File: config.mk
export PLATFORM = sky130hd
export DESIGN_NAME = mdu_unit
export DESIGN_NICKNAME = d
export VERILOG_FILES = /design/src/rtl/mdu_pkg.sv /design/src/rtl/mdu_mul_step.sv /design/src/rtl/mdu_div_step.sv /design/src/rtl/mdu_div_fix.sv /design/src/rtl/mdu_dshift.sv /design/src/rtl/mdu_unit.sv
export SDC_FILE = /design/constraint.sdc
export NUM_CORES = 2
export LEC_CHECK = 0
export ABC_CLOCK_PERIOD_IN_PS = 8720
export BUFFER_PORTS_ARGS = -buffer_cell sky130_fd_sc_hd__buf_2
export CORE_ASPECT_RATIO = 1.1
export CORE_UTILIZATION = 50
export CTS_CLUSTER_DIAMETER = 120
export DETAILED_ROUTE_END_ITERATION = 6
export HOLD_SLACK_MARGIN = 0.15
export PLACE_DENSITY = 0.68
export SLEW_MARGIN = 20
export SYNTH_ARGS = -nofsm -noshare
export SYNTH_HDL_FRONTEND = slang
export SYNTH_SLANG_ARGS = --single-unit
File: constraint.sdc
create_clock -name clk -period 8.72 [get_ports clk]
set_input_delay 1.308 -clock clk [delete_from_list [all_inputs] [get_ports clk]]
set_output_delay 1.308 -clock clk [all_outputs]
set_load 0.02 [all_outputs]
File: src/rtl/mdu_pkg.sv
package mdu_pkg;

  typedef enum logic [1:0] {
    OP_MUL = 2'b00,
    OP_DIV = 2'b01,
    OP_SHL = 2'b10,
    OP_SHR = 2'b11
  } mdu_op_e;

  typedef enum logic [2:0] {
    ST_IDLE,
    ST_MUL,
    ST_DIV,
    ST_DFIX,
    ST_DONE
  } mdu_state_e;

endpackage

File: src/rtl/mdu_mul_step.sv
// One add-and-arithmetic-shift step of a signed multiply.
// The last step subtracts the multiplicand because the multiplier's
// sign bit has negative weight.
module mdu_mul_step #(
  parameter int W = 40
) (
  input  logic [W:0]   hi_i,
  input  logic [W-1:0] lo_i,
  input  logic [W-1:0] mcand_i,
  input  logic         last_i,
  output logic [W:0]   hi_o,
  output logic [W-1:0] lo_o
);
  logic [W:0] ext;
  logic [W:0] sum;

  always_comb begin
    ext = {mcand_i[W-1], mcand_i};
    if (lo_i[0])
      sum = last_i ? (hi_i - ext) : (hi_i + ext);
    else
      sum = hi_i;
    hi_o = {sum[W], sum[W:1]};
    lo_o = {sum[0], lo_i[W-1:1]};
  end
endmodule

File: src/rtl/mdu_div_step.sv
// One non-restoring step on magnitudes: shift the partial remainder,
// then subtract or add the divisor according to its sign.
module mdu_div_step #(
  parameter int W = 40
) (
  input  logic [W+1:0] rem_i,
  input  logic [W:0]   dvs_i,
  output logic [W+1:0] rem_o,
  output logic         qbit_o
);
  localparam int RW = W + 2;
  logic [RW-1:0] sh;
  logic [RW-1:0] dx;

  always_comb begin
    sh     = {rem_i[RW-2:0], 1'b0};
    dx     = {1'b0, dvs_i};
    rem_o  = rem_i[RW-1] ? (sh + dx) : (sh - dx);
    qbit_o = ~rem_o[RW-1];
  end
endmodule

File: src/rtl/mdu_div_fix.sv
// Final divide correction: restore a negative remainder, then give the
// quotient and remainder their signs.
module mdu_div_fix #(
  parameter int W = 40
) (
  input  logic [W+1:0] rem_i,
  input  logic [W:0]   dvs_i,
  input  logic [W-1:0] quo_i,
  input  logic         neg_q_i,
  input  logic         neg_r_i,
  output logic [W-1:0] ac_o,
  output logic [W-1:0] r_o
);
  localparam int RW = W + 2;
  logic [W-1:0] rmag;

  always_comb begin
    rmag = W'(rem_i[RW-1] ? (rem_i + {1'b0, dvs_i}) : rem_i);
    ac_o = neg_r_i ? (~rmag + W'(1)) : rmag;
    r_o  = neg_q_i ? (~quo_i + W'(1)) : quo_i;
  end
endmodule

File: src/rtl/mdu_dshift.sv
// One-bit shift of the Ac:R pair as a single double word.
module mdu_dshift #(
  parameter int W = 40
) (
  input  logic [W-1:0] ac_i,
  input  logic [W-1:0] r_i,
  input  logic         right_i,
  output logic [W-1:0] ac_o,
  output logic [W-1:0] r_o
);
  always_comb begin
    if (right_i)
      {ac_o, r_o} = {ac_i[W-1], ac_i, r_i[W-1:1]};
    else
      {ac_o, r_o} = {ac_i[W-2:0], r_i, 1'b0};
  end
endmodule

File: src/rtl/mdu_unit.sv
module mdu_unit
  import mdu_pkg::*;
#(
  parameter int W = 40
) (
  input  logic         clk,
  input  logic         rst,
  input  logic         start,
  input  logic [1:0]   op,
  input  logic [W-1:0] operand,
  input  logic [W-1:0] ac_in,
  input  logic [W-1:0] r_in,
  output logic [W-1:0] ac_out,
  output logic [W-1:0] r_out,
  output logic         done,
  output logic         ovf
);
  localparam int CW = $clog2(W + 1);
  localparam int RW = W + 2;
  localparam logic [W-1:0] MINV = {1'b1, {(W-1){1'b0}}};

  function automatic logic [W:0] mag(input logic [W-1:0] v);
    logic [W:0] e;
    e = {v[W-1], v};
    return v[W-1] ? (~e + (W+1)'(1)) : e;
  endfunction

  mdu_state_e    state_q;
  logic [CW-1:0] cnt_q;
  logic [W:0]    hi_q;
  logic [W-1:0]  lo_q;
  logic [W-1:0]  mc_q;
  logic [RW-1:0] rem_q;
  logic [W:0]    dvs_q;
  logic [W-1:0]  quo_q;
  logic          neg_q_q;
  logic          neg_r_q;
  logic [W-1:0]  res_ac_q;
  logic [W-1:0]  res_r_q;
  logic          res_ovf_q;

  logic [W:0]    mul_hi;
  logic [W-1:0]  mul_lo;
  logic          mul_last;
  logic [RW-1:0] div_rem;
  logic          div_qb;
  logic [W-1:0]  fix_ac;
  logic [W-1:0]  fix_r;
  logic [W-1:0]  sh_ac;
  logic [W-1:0]  sh_r;
  logic          mul_ovf;
  logic          div_ovf;

  assign mul_last = (cnt_q == CW'(W - 1));
  assign mul_ovf  = (operand == MINV) && (r_in == MINV);
  assign div_ovf  = (mag(ac_in) >= mag(operand));

  mdu_mul_step #(.W(W)) u_mul_step (
    .hi_i    (hi_q),
    .lo_i    (lo_q),
    .mcand_i (mc_q),
    .last_i  (mul_last),
    .hi_o    (mul_hi),
    .lo_o    (mul_lo)
  );

  mdu_div_step #(.W(W)) u_div_step (
    .rem_i  (rem_q),
    .dvs_i  (dvs_q),
    .rem_o  (div_rem),
    .qbit_o (div_qb)
  );

  mdu_div_fix #(.W(W)) u_div_fix (
    .rem_i   (rem_q),
    .dvs_i   (dvs_q),
    .quo_i   (quo_q),
    .neg_q_i (neg_q_q),
    .neg_r_i (neg_r_q),
    .ac_o    (fix_ac),
    .r_o     (fix_r)
  );

  mdu_dshift #(.W(W)) u_dshift (
    .ac_i    (ac_in),
    .r_i     (r_in),
    .right_i (op[0]),
    .ac_o    (sh_ac),
    .r_o     (sh_r)
  );

  always_ff @(posedge clk) begin
    if (rst) begin
      state_q   <= ST_IDLE;
      cnt_q     <= '0;
      hi_q      <= '0;
      lo_q      <= '0;
      mc_q      <= '0;
      rem_q     <= '0;
      dvs_q     <= '0;
      quo_q     <= '0;
      neg_q_q   <= 1'b0;
      neg_r_q   <= 1'b0;
      res_ac_q  <= '0;
      res_r_q   <= '0;
      res_ovf_q <= 1'b0;
      ac_out    <= '0;
      r_out     <= '0;
      ovf       <= 1'b0;
      done      <= 1'b0;
    end else begin
      done <= 1'b0;
      case (state_q)
        ST_IDLE: begin
          if (start) begin
            case (mdu_op_e'(op))
              OP_MUL: begin
                if (mul_ovf) begin
                  res_ac_q  <= ac_in;
                  res_r_q   <= r_in;
                  res_ovf_q <= 1'b1;
                  state_q   <= ST_DONE;
                end else begin
                  hi_q    <= '0;
                  lo_q    <= r_in;
                  mc_q    <= operand;
                  cnt_q   <= '0;
                  state_q <= ST_MUL;
                end
              end
              OP_DIV: begin
                if (div_ovf) begin
                  res_ac_q  <= ac_in;
                  res_r_q   <= r_in;
                  res_ovf_q <= 1'b1;
                  state_q   <= ST_DONE;
                end else begin
                  rem_q   <= RW'(mag(ac_in));
                  dvs_q   <= mag(operand);
                  quo_q   <= '0;
                  neg_q_q <= ac_in[W-1] ^ operand[W-1];
                  neg_r_q <= ac_in[W-1];
                  cnt_q   <= '0;
                  state_q <= ST_DIV;
                end
              end
              default: begin
                res_ac_q  <= sh_ac;
                res_r_q   <= sh_r;
                res_ovf_q <= 1'b0;
                state_q   <= ST_DONE;
              end
            endcase
          end
        end
        ST_MUL: begin
          hi_q  <= mul_hi;
          lo_q  <= mul_lo;
          cnt_q <= cnt_q + CW'(1);
          if (mul_last) begin
            res_ac_q  <= {mul_hi[W-2:0], mul_lo[W-1]};
            res_r_q   <= {mul_lo[W-2:0], 1'b0};
            res_ovf_q <= 1'b0;
            state_q   <= ST_DONE;
          end
        end
        ST_DIV: begin
          rem_q <= div_rem;
          quo_q <= {quo_q[W-2:0], div_qb};
          cnt_q <= cnt_q + CW'(1);
          if (cnt_q == CW'(W - 2))
            state_q <= ST_DFIX;
        end
        ST_DFIX: begin
          res_ac_q  <= fix_ac;
          res_r_q   <= fix_r;
          res_ovf_q <= 1'b0;
          state_q   <= ST_DONE;
        end
        ST_DONE: begin
          ac_out  <= res_ac_q;
          r_out   <= res_r_q;
          ovf     <= res_ovf_q;
          done    <= 1'b1;
          state_q <= ST_IDLE;
        end
        default: state_q <= ST_IDLE;
      endcase
    end
  end
endmodule

==> results.cfg <==
[timing]
fin_crit_ps = 6990
finalMaxSlewViolations = 0
finalSetupViolCount = 0
setup_tns_ps = 0
tightest_slew_ps = 1090
max-slew-margin-rel_pct = 27.5
grt_setup_unrepaired = no
max_freq_ghz = 0.143
hold_viol = 0
min_period_over_period_pct = 80.1
skew_ps = 39.5

[die]
die_area_sq_mm = 0.0668
fp.dieH_um = 271
coreArea_sq_mm = 0.0650
rows = 98
fp.dieW_um = 247
io_pins = 207
initial_core_util_pct = 50.6

[global_route]
grt_pass1_vias = 29600
grt_max_degree = 97
grt_usage_pct = 32.4
antenna_found_initial = 16
grt-ovfl-total = 0
grt_first_pass_wirelength_um = 172000

[setup_path]
crit_top_cell = or3_1
crit-reg2reg-launch = mc_q[6]
cp-end-kind = register
r2r_end = res_ac_q[38]
max_stage_delay_ps = 610
cpMaxStageDelayCell = a311oi_1
worst-path-buf-inv = 2
worst_setup_path_start_kind = input pin
crit_chain = buf_2 -> or4_1 -> or3_1 -> or3_1 -> or3_1 -> or3_1 -> or3_1 -> nand2b_1 -> nor4b_2 -> ha_1 -> a21o_1 -> a21oi_1 -> nor2b_1 -> a311oi_1 -> a31oi_4 -> inv_2 -> nor4_1 -> mux2_2 -> nor3_1
r2r_slack_ps = 2380
cp.arrival_ps = 7520
cp_max_fo = 13
reg2reg_depth = 20
cp_top_family = simple AND/OR/NAND/NOR gates
critPathRequiredTime_ps = 9250
critPathKind = in2reg

[power]
netSwitchingFraction_pct = 37.5
p_per_area_mw_per_mm2 = 191
seqPwrFrac_pct = 32.3
vdd_drop_max_uv = 156
p_int_mw = 4.26
p_sw_mw = 2.56
p_clk_share_pct = 31.5
comb_power_share_pct = 36.2
power_leakage_nw = 14.2

[synthesis]
synth-edff-count = 0
yosysWarnings = 0
synth-seq-cells = 417
syn_nets = 4810
async_flop_share_pct = 0
avgSynthCellArea_sq_um = 7.35
synthCells = 4474
syn_area_sq_mm = 0.0329
yosysSeqAreaShare_pct = 25.4
yosysUniqueCellTypes = 105
dominantRegCellSynth = dfxtp_1

[clock_tree]
clock_path_buffers = 3
cts_tree = yes
tritoncts.num_buffers = 45
clockRootBuffer = clkbuf_16
ctsHoldBuffers = 0
cts_resized = 0
clk_pin_slew_ps = 60
clock-sinks = 417
worstSkewPairLatency_ps = 610
post_cts_buffers = 0
ctsHtreeMaxLevel = 2

[drt]
wirelength_um = 111000
vias = 33400
route.detailed.drc = 0
ant_nets = 0
wl_per_cell_um = 20.8
drtIter0Drc = 3298
via_per_inst = 6.23
dr.pass1.iters = 6

[placed_design]
port_buffers = 206
routabilityCongestion = 1.01
dpl-instance-area_sq_mm = 0.0341
dpl.hpwl_um = 82600

[finish]
drive_gt1_share_pct = 8.90
layout_commonest_cell = nand2_1
synthToLayoutAreaGrowth_pct = 8.64
final_cell_mix = nand2_1, a21oi_1, nor2_1, dfxtp_1, o21ai_0
finalNetCount = 4796
final_cell_area_sq_mm = 0.0357

[hold_path]
hold_path_end = ac_out[34]
min_from = ac_out[34]
min_path_type = reg2reg
hold_depth = 2

[flow_run]
max_cap_violations = 0

[status]
outcome = finished, final reports clean
==> cell families after synthesis <==
| group | after synthesis | synth area share (%) |
|---|---|---|
| other | 2 | 0.0228 |
| xor gates and xnor gates | 266 | 7.08 |
| DFF | 417 | 25.4 |
| AOI/OAI and AO/OA | 1391 | 27.4 |
| muxes | 149 | 4.60 |
| adders and majority gates | 211 | 8.12 |
| buffers and inverters | 439 | 5.58 |
| and+or+nand+nor | 1599 | 21.8 |
==> metrics by stage <==
stage | total power, mW | util (%) | cells | setup slack [ps] | hold slack, ps
floorplan | 4.01 | - | 4474 | 2160 | 429
global placement | 4.63 | 52.4 | 5263 | 1190 | 440
detailed placement | 4.63 | 52.4 | 5263 | 1170 | 444
CTS | 6.79 | 54.9 | 5346 | 1780 | 450
global route | 7.16 | 55.0 | 5350 | 1350 | 470
finish | 6.82 | 55.0 | 5350 | 1730 | 451
==> metal layers <==
metal / up-vias / GRT usage [%] / share of wire (%)
met1: 15700 / 48.3 / 46
li1: 16100 / - / -
met3: 187 / 4.73 / 8.4
met5: - / 0 / 0.15
met2: 1302 / 47.3 / 42
met4: 24 / 10.0 / 3.1
==> cell type report <==
cell class,count,area (sq um)
diodes,4,10.0
clock inverters,22,327
well taps,850,1060
flip-flops and latches,417,8360
fillers,6343,29300
repair buffers,241,1330
multi-input cells,3618,22800
inverters,137,514
clock buffers,61,1330
==> state kept, by name (all words and copies together), names as in the netlist, 3 cells and up <==
name      flops
hi_q         40
mc_q         40
cnt_q         6
state_q       3
dvs_q        41
quo_q        40
lo_q         40
res_r_q      40
res_ac_q     40
r_out        40
ac_out       40
rem_q        42
==> tightest hold or removal path, cell delays in order (launching register included) <==
cell and delay (ps):
dfxtp_1 300, nand2_1 50, a21oi_1 50
==> how the worst max path moves through the flow <==
stage | cells past startpoint | start | to | slack, ps
2_1_floorplan | 22 | ac_in[3] | neg_q_q | 2160
3_3_place_gp | 23 | ac_in[3] | res_r_q[27] | 1190
3_5_place_dp | 23 | ac_in[3] | res_r_q[38] | 1170
4_1_cts | 23 | ac_in[3] | res_r_q[38] | 1780
5_1_grt | 20 | operand[15] | res_r_q[34] | 1350
6_report | 19 | ac_in[3] | res_ac_q[38] | 1730
==> synthesized netlist by cell type (9+ instances only) <==
library cell / instances / area, sq um
and3_1: 19 / 119
or2_2: 16 / 100
nor2_1: 444 / 1670
a31oi_1: 36 / 225
o41ai_1: 29 / 254
a221oi_1: 19 / 166
ha_1: 207 / 2590
mux2i_1: 132 / 1320
a21o_1: 69 / 518
or4_1: 27 / 203
o32ai_1: 13 / 114
nand2_1: 678 / 2540
a311oi_1: 79 / 692
o211ai_1: 109 / 818
xnor2_1: 134 / 1170
inv_1: 135 / 507
dfxtp_1: 417 / 8350
nand4_1: 35 / 219
and2_1: 16 / 100
clkbuf_1: 243 / 912
a211oi_1: 87 / 653
nor3_1: 64 / 320
a21oi_1: 466 / 2330
o21bai_1: 23 / 173
nor4_1: 29 / 181
o21a_1: 27 / 203
or3_1: 62 / 388
o31ai_1: 59 / 443
mux2_2: 16 / 180
o21ai_0: 230 / 1150
nand3_1: 93 / 465
and4_1: 11 / 96.3
nand2b_1: 34 / 213
clkbuf_8: 10 / 138
o22ai_1: 9 / 56.3
o21ai_1: 20 / 100
buf_2: 10 / 50.1
a2111oi_0: 13 / 114
buf_1: 27 / 101
xor2_1: 132 / 1160
nor2b_1: 30 / 188
a41oi_1: 10 / 87.6
o2111ai_1: 10 / 87.6
==> power by group through the flow <==
| stage | Sequential, mW | Combinational [mW] | Clock (mW) |
|---|---|---|---|
| floorplan | 2.20 | 1.81 | 0 |
| global placement | 2.24 | 2.39 | 0 |
| detailed placement | 2.24 | 2.40 | 0 |
| CTS | 2.20 | 2.42 | 2.18 |
| global route | 2.22 | 2.69 | 2.25 |
| finish | 2.20 | 2.47 | 2.15 |
(Power assumes the default switching activity.)
